## src/rtl/vplane_wmask_pkg.sv

```systemverilog
package vplane_wmask_pkg;
    parameter int NUM_PLANES = 4;
    parameter int BYTE_W     = 8;
    parameter int IDX_W      = 3;
    localparam int MAP_W     = $clog2(NUM_PLANES);
    localparam int BUS_W     = NUM_PLANES * BYTE_W;

    typedef logic [BYTE_W-1:0] byte_t;
    typedef byte_t [NUM_PLANES-1:0] planes_t;

    typedef enum logic [1:0] {
        WM_DIRECT = 2'd0,
        WM_LATCH  = 2'd1,
        WM_EXPAND = 2'd2,
        WM_COLOR  = 2'd3
    } wmode_e;

    typedef enum logic [IDX_W-1:0] {
        IX_BITMASK  = 3'd0,
        IX_DONTCARE = 3'd1,
        IX_COLOR    = 3'd2,
        IX_MODE     = 3'd3,
        IX_RDMAP    = 3'd4
    } idx_e;

    typedef struct packed {
        byte_t                 bit_mask;
        logic [NUM_PLANES-1:0] dont_care;
        logic [NUM_PLANES-1:0] color;
        wmode_e                mode;
        logic [MAP_W-1:0]      rd_map;
    } cfg_t;

    function automatic byte_t merge_bits(byte_t fresh, byte_t held, byte_t mask);
        return (fresh & mask) | (held & ~mask);
    endfunction
endpackage

```

## src/rtl/wm_cfg_regs.sv

```systemverilog
module wm_cfg_regs
    import vplane_wmask_pkg::*;
(
    input  logic        clk,
    input  logic        rst,
    input  logic        cfg_we,
    input  logic        cfg_sel,
    input  byte_t       cfg_wdata,
    output cfg_t        cfg
);
    idx_e cur_idx;

    always_ff @(posedge clk) begin
        if (rst) begin
            cur_idx       <= IX_BITMASK;
            cfg.bit_mask  <= '1;
            cfg.dont_care <= '0;
            cfg.color     <= '0;
            cfg.mode      <= WM_DIRECT;
            cfg.rd_map    <= '0;
        end else if (cfg_we) begin
            if (!cfg_sel) begin
                cur_idx <= idx_e'(cfg_wdata[IDX_W-1:0]);
            end else begin
                case (cur_idx)
                    IX_BITMASK:  cfg.bit_mask  <= cfg_wdata;
                    IX_DONTCARE: cfg.dont_care <= cfg_wdata[NUM_PLANES-1:0];
                    IX_COLOR:    cfg.color     <= cfg_wdata[NUM_PLANES-1:0];
                    IX_MODE:     cfg.mode      <= wmode_e'(cfg_wdata[1:0]);
                    IX_RDMAP:    cfg.rd_map    <= cfg_wdata[MAP_W-1:0];
                    default:     ;
                endcase
            end
        end
    end
endmodule

```

## src/rtl/wm_latches.sv

```systemverilog
module wm_latches
    import vplane_wmask_pkg::*;
(
    input  logic    clk,
    input  logic    rst,
    input  logic    rd_en,
    input  planes_t rd_pl,
    output planes_t latch
);
    always_ff @(posedge clk) begin
        if (rst)        latch <= '0;
        else if (rd_en) latch <= rd_pl;
    end
endmodule

```

## src/rtl/wm_plane_merge.sv

```systemverilog
module wm_plane_merge
    import vplane_wmask_pkg::*;
#(
    parameter int PLANE = 0
) (
    input  wmode_e mode,
    input  byte_t  bit_mask,
    input  logic   color_bit,
    input  byte_t  wr_data,
    input  byte_t  latch_byte,
    output byte_t  out_byte
);
    byte_t fresh;

    always_comb begin
        case (mode)
            WM_EXPAND: fresh = {BYTE_W{wr_data[PLANE]}};
            WM_COLOR:  fresh = {BYTE_W{color_bit}} & wr_data;
            default:   fresh = wr_data;
        endcase
        if (mode == WM_LATCH) out_byte = latch_byte;
        else                  out_byte = merge_bits(fresh, latch_byte, bit_mask);
    end
endmodule

```

## src/rtl/wm_compare.sv

```systemverilog
module wm_compare
    import vplane_wmask_pkg::*;
(
    input  planes_t               rd_pl,
    input  logic [NUM_PLANES-1:0] dont_care,
    input  logic [NUM_PLANES-1:0] color,
    output byte_t                 match
);
    always_comb begin
        for (int i = 0; i < BYTE_W; i++) begin
            match[i] = 1'b1;
            for (int m = 0; m < NUM_PLANES; m++) begin
                if (dont_care[m] && (rd_pl[m][i] != color[m])) match[i] = 1'b0;
            end
        end
    end
endmodule

```

## src/rtl/vplane_wmask.sv

```systemverilog
module vplane_wmask
    import vplane_wmask_pkg::*;
(
    input  logic        clk,
    input  logic        rst,
    input  logic        cfg_we,
    input  logic        cfg_sel,
    input  logic [7:0]  cfg_wdata,
    input  logic        rd_en,
    input  logic        rd_cmp,
    input  logic [31:0] rd_planes,
    output logic [7:0]  rd_result,
    input  logic        wr_en,
    input  logic [7:0]  wr_data,
    input  logic [3:0]  map_mask,
    output logic [3:0]  fb_we,
    output logic [31:0] fb_wdata
);
    cfg_t    cfg;
    planes_t rd_pl;
    planes_t latch;
    planes_t wr_pl;
    byte_t   cmp_res;

    assign rd_pl = planes_t'(rd_planes);

    wm_cfg_regs u_cfg (
        .clk       (clk),
        .rst       (rst),
        .cfg_we    (cfg_we),
        .cfg_sel   (cfg_sel),
        .cfg_wdata (cfg_wdata),
        .cfg       (cfg)
    );

    wm_latches u_latch (
        .clk   (clk),
        .rst   (rst),
        .rd_en (rd_en),
        .rd_pl (rd_pl),
        .latch (latch)
    );

    for (genvar p = 0; p < NUM_PLANES; p++) begin : g_plane
        wm_plane_merge #(.PLANE(p)) u_merge (
            .mode       (cfg.mode),
            .bit_mask   (cfg.bit_mask),
            .color_bit  (cfg.color[p]),
            .wr_data    (wr_data),
            .latch_byte (latch[p]),
            .out_byte   (wr_pl[p])
        );
    end

    wm_compare u_cmp (
        .rd_pl     (rd_pl),
        .dont_care (cfg.dont_care),
        .color     (cfg.color),
        .match     (cmp_res)
    );

    assign fb_wdata  = wr_pl;
    assign fb_we     = wr_en ? map_mask : '0;
    assign rd_result = rd_cmp ? cmp_res : rd_pl[cfg.rd_map];
endmodule

```

## config.mk

```make
export PLATFORM = sky130hd
export DESIGN_NAME = vplane_wmask
export DESIGN_NICKNAME = d
export VERILOG_FILES = /design/src/rtl/vplane_wmask_pkg.sv /design/src/rtl/wm_cfg_regs.sv /design/src/rtl/wm_latches.sv /design/src/rtl/wm_plane_merge.sv /design/src/rtl/wm_compare.sv /design/src/rtl/vplane_wmask.sv
export SDC_FILE = /design/constraint.sdc
export NUM_CORES = 1
export LEC_CHECK = 0
export ABC_AREA = 0
export BUFFER_PORTS_ARGS = -buffer_cell sky130_fd_sc_hd__buf_2
export CAP_MARGIN = 5
export CORE_MARGIN = 2
export CORE_UTILIZATION = 48
export DETAILED_ROUTE_END_ITERATION = 10
export PLACE_DENSITY_LB_ADDON = 0.05
export SLEW_MARGIN = 20
export SYNTH_ARGS = -nofsm -noshare
export SYNTH_HDL_FRONTEND = slang
export SYNTH_HIERARCHICAL = 1
export SYNTH_SLANG_ARGS = --single-unit
```

## constraint.sdc

```tcl
create_clock -name clk -period 1.6 [get_ports clk]
set_input_delay 0.32 -clock clk [delete_from_list [all_inputs] [get_ports clk]]
set_output_delay 0.32 -clock clk [all_outputs]
set_load 0.05 [all_outputs]
```

-- After elaboration in Yosys (flattened, before gate mapping)
Index checks and enable logic that the tools add are counted.
- flip-flop bits (word level): 55
- output and inout bits: 44
- bits of input ports: 59
- word-level logic and storage cells: 151
- reductions and logical operators: 39
- bitwise logic cells: 18
- muxes and demuxes: 44
- order comparisons: 1
- equal/unequal tests: 39
- operator list (kind ; number):
    $and A8 B8 Y8 ; 12
    $pmux W8 S2 ; 4
    $mux W8 ; 6
    $logic_and A1 B1 Y1 ; 32
    $mux W1 ; 32
    $ne A1 B1 Y1 ; 32
    $or A8 B8 Y8 ; 4
    $bmux W8 S2 ; 1
    $reduce_and A3 Y1 ; 5
    $not A8 Y8 ; 1
    $eq A3 B2 Y1 const B ; 2
    $eq A2 B2 Y1 const B ; 2
    $mux W4 ; 1
    $eq A3 B1 Y1 const B ; 1
    $eq A3 B3 Y1 const B ; 1
    $logic_not A3 Y1 ; 1
    $lt A2 B3 Y1 const B ; 1
    $eq A2 B1 Y1 const B ; 1
    $reduce_and A2 Y1 ; 1
    $not A1 Y1 ; 1

-- Logic depth before layout (Yosys ltp)
- depth after elaboration: 7
- mapped depth: 6
- mapped depth without buffers: 5

-- Modules after synthesis
The synthesis kept the hierarchy.
- by module, submodules not included (module ; cells an instance ; times used ; seq. area each (um^2) ; area each (um^2)):
    wm_latches ; 103 ; 1 ; 640.6 ; 1163.6
    wm_cfg_regs ; 98 ; 1 ; 460.4 ; 963.4
    wm_plane_merge ; 30 ; 4 ; 0.0 ; 188.9
    wm_compare ; 56 ; 1 ; 0.0 ; 514.2
    vplane_wmask ; 50 ; 1 ; 0.0 ; 392.9

-- Worst setup path after synthesis
No wires, ideal clock.
- path type: flip-flop to output port
- start point: register u_cfg/cfg[4] (netlist name)
- end point: output rd_result[0]
- arrival: 2.311 ns
- required time: 1.280 ns
- buffers on the path: 1
- stages on the path, launching flop included: 7
- path slack: -1.031 ns
- cells stage by stage: dfxtp_1 buf_6 xor2_1 a22o_1 a221oi_2 inv_1 a221oi_1
- word-level cells in the longest chain between the ends: 7
- RTL lines (what ; line ; RTL):
    $ne A1 B1 Y1 ; wm_compare.sv:13 ; if (dont_care[m] && (rd_pl[m][i] != color[m])) match[i] = 1'b0;
    $logic_and A1 B1 Y1 ; wm_compare.sv:13 ;
    $mux W1 (4 in series) ; wm_compare.sv:13 ;
    named net cmp_res[0] ; vplane_wmask.sv:23 ; byte_t cmp_res;
    $mux W8 ; vplane_wmask.sv:64 ; assign rd_result = rd_cmp ? cmp_res : rd_pl[cfg.rd_map];
    end, declared ; vplane_wmask.sv:12 ; output logic [7:0] rd_result,
The timed path passes the listed nets, and every way through them passes these cells.

-- Worst setup path after layout
- start point: register u_cfg/cfg[6] (netlist name)
- end point: output rd_result[1]
- word-level cells in the longest chain between the ends: 5
- RTL lines (what ; line):
    $ne A1 B1 Y1 ; wm_compare.sv:13
    $logic_and A1 B1 Y1 ; wm_compare.sv:13
    $mux W1 (2 in series) ; wm_compare.sv:13
    named net cmp_res[1] ; vplane_wmask.sv:23
    $mux W8 ; vplane_wmask.sv:64
The timed path passes the listed nets, and every way through them passes these cells.

==> results_dict.tcl <==
set metrics [dict create \
    syn_area_per_cell_sq_um 8.88 \
    met2_usage_pct 59.4 \
    clock-sinks 55 \
    cpPeakStageDelay_ns 0.35 \
    grt_pass1_vias 4176 \
    endpoint "rd_result[1]" \
    top_usage_layer "met2" \
    fin_crit_sh_pct 142 \
    avgViaCountPerCell 5.85 \
    yosysSeqAreaShare_pct 29.1 \
    min_path_type "in2reg" \
    antenna_found_initial 0 \
    synth_edf_count 0 \
    grt_max_degree 33 \
    ys_types 34 \
    power_density_nw_per_um2 592 \
    cts_root_buf "clkbuf_8" \
    fmax_mhz 441 \
    io_pins 103 \
    hold_violations 0 \
    first_pass_iters 5 \
    r2r_cells 3 \
    rr_endpoint "u_cfg/cfg[6]$_SDFFE_PP0P_" \
    wire_per_inst_um 21.2 \
    maxSlewViolCount 0 \
    crit_type "reg2out" \
    holdBufCountCts 0 \
    relSlewSlack_pct 38.7 \
    dieArea_sq_um 8620 \
    core_sq_um 7690 \
    worstPathRequired_ns 1.28 \
    ir_worst_vdd_mv 0.537 \
    die_y_um 92.9 \
    gp_congestion 0.899 \
    fin_skew_ns 0.00402 \
    grt_pass1_wl_um 22700 \
    vias 4305 \
    p_leak_nw 2.90 \
    drive_gt1_share_pct 51.6 \
    num_rows 32 \
    dpl.hpwl_um 10700 \
    synthCells 427 \
    clock_path_buffers 2 \
    rsz0062_at_grt "true" \
    clk-insertion-delay-late_ns 0.33 \
    die_x_um 92.9 \
    nNetsFinal 692 \
    clk_pin_slew_ns 0.12 \
    timing.rr.start "u_cfg/cur_idx[1]$_SDFFE_PP0P_" \
    synthToLayoutAreaGrowth_pct 70.2 \
    crit_path_end_kind "primary output" \
    startpoint_type "flop" \
    io_buffers 102 \
    slowest_stage "dfxtp_2" \
    setup_viol 40 \
    post-place-cells 697 \
    finalWirelength_um 15600 \
    synth_ff_type "dfxtp_1" \
    outcome "finished, violations left" \
    drv_cap 0 \
    cts_buffers 5 \
    synth_nets 486 \
    ant_nets 0 \
    start_util_pct 49.3 \
    violations "negative setup slack" \
    r2r_slack_ns 0.26 \
    synth_top_area_cell "dfxtp_1" \
    synth_area_leaders "dfxtp_1 29%, mux2i_1 16%, xor2_1 7.4%" \
    synth_area_sq_um 3790 \
    fin_crit_ns 2.27 \
    use_met1_pct 43.6 \
    cp.arrival_ns 1.95 \
    synth_top_area_share_pct 29.1 \
    startpoint "u_cfg/cfg[6]$_SDFFE_PP0P_" \
    grtUsageMet3_pct 4.64 \
    worstPathCellList "buf_12 -> xor2_1 -> a22o_1 -> a221oi_2 -> inv_1 -> a221oi_4 -> buf_6" \
    yosys_warnings 6 \
    first_iter_violations 275 \
    post-place-ws_ns -0.398 \
    drc 0 \
    antennaDiodeCount 0 \
    worst_slack_ns -0.669 \
    fin_cells 736 \
    fin_hold_ws_ns 0.246 \
    fin_tns_setup_ns -16.86 \
    track_usage_pct 34.4 \
    async_reset_ff_share_pct 0 \
    cts_tree "built" \
    grt-ovfl-total 0 \
    cp_max_fo 8 \
    yosys_register_bits 55 \
    tightest_slew_ns 0.919 \
    h-tree-depth 2 \
]
final cells by class:
type | count | area, sq um
Clock buffer | 5 | 68.8
Clock inverter | 3 | 33.8
Fill cell | 464 | 1240
Inverter | 8 | 30.0
Multi-Input combinational cell | 341 | 3190
Sequential cell | 55 | 1120
Tap cell | 102 | 128
Timing Repair Buffer | 222 | 1880
where the power goes:
part | leakage (nW) | total [W] | internal (W) | switching [W]
Combinational | 2.39 | 0.00144 | 0.000607 | 0.000829
Sequential | 0.455 | 0.00151 | 0.00143 | 0.0000779
Clock | 0.0515 | 0.000872 | 0.000331 | 0.000540
synth_stat cells (all sizes together) (7+ instances only):
library cell,number
nand2b,19
nand2,40
a41oi,28
a21oi,32
buf,20
xor2,32
inv,8
a221oi,16
a22o,8
mux2i,59
clkbuf,7
nor2,53
a211oi,8
dfxtp,55
nor2b,8
o21ai,8
layout by cell type, fill, tap and decap left out, types with 9 or more instances in the layout:
cell	n
buf_2	62
dfxtp_1	49
nand2b_1	15
nand2_1	19
xor2_1	32
buf_4	82
a41oi_4	23
buf_12	9
nand2_2	18
nor2_1	52
a21oi_1	27
buf_6	69
mux2i_1	59
metrics by stage:
stage          instance area (sq um)  power, W  utilization [%]
2_1_floorplan                   4370   0.00237                -
3_3_place_gp                    5560   0.00276             72.3
3_5_place_dp                    5560   0.00278             72.3
4_1_cts                         6350   0.00377             82.6
5_1_grt                         6450   0.00393             83.9
6_report                        6450   0.00382             83.9
worst min path at each step:
stage,startpoint,to,depth (start not counted),slack (ns)
floorplan,rst,u_latch/latch[31]$_SDFFE_PP0P_,1,0.39
global placement,u_latch/latch[11]$_SDFFE_PP0P_,u_latch/latch[11]$_SDFFE_PP0P_,2,0.48
detailed placement,u_latch/latch[3]$_SDFFE_PP0P_,u_latch/latch[3]$_SDFFE_PP0P_,2,0.48
CTS,cfg_wdata[6],u_cfg/cfg[18]$_SDFFE_PP1P_,3,0.25
global route,cfg_wdata[5],u_cfg/cfg[17]$_SDFFE_PP1P_,3,0.26
finish,cfg_wdata[6],u_cfg/cfg[18]$_SDFFE_PP1P_,3,0.25
kinds of logic after synthesis:
family          Yosys count  share of synthesized area [%]
buf+inv                  35                           7.03
simple gates            138                           18.6
flops                    55                           29.1
mux                      59                           15.6
compound gates          108                           22.4
xor+xnor                 32                           7.40
sequential cells by signal, indices dropped and copies added (netlist names):
signal,count
u_latch/latch,32
u_cfg/cfg,20
u_cfg/cur_idx,3
per-layer routing:
layer  up-vias  routed length, um  part of all wire, %
li1       1966                  -                    -
met1      2061               6110                   39
met2       215               7730                   49
met3        63               1030                  6.6
met4         0                741                  4.7
met5         -                  0                    0
what timing repair did:
action,in CTS,in global routing
gates resized for setup,145,12
setup endpoints to repair,40,40
pin swaps,42,16
cloned,3,1
buffers inserted,22,7
worst max-delay path: cells and delay by family, from the launching register on:
kind,cells,cell delay (ns)
xor gates and xnor gates,1,0.16
AOI/OAI and AO/OA,3,0.66
buffers and inverters,3,0.44
DFF,1,0.35
Note: power is estimated with default switching activity, not from simulation.
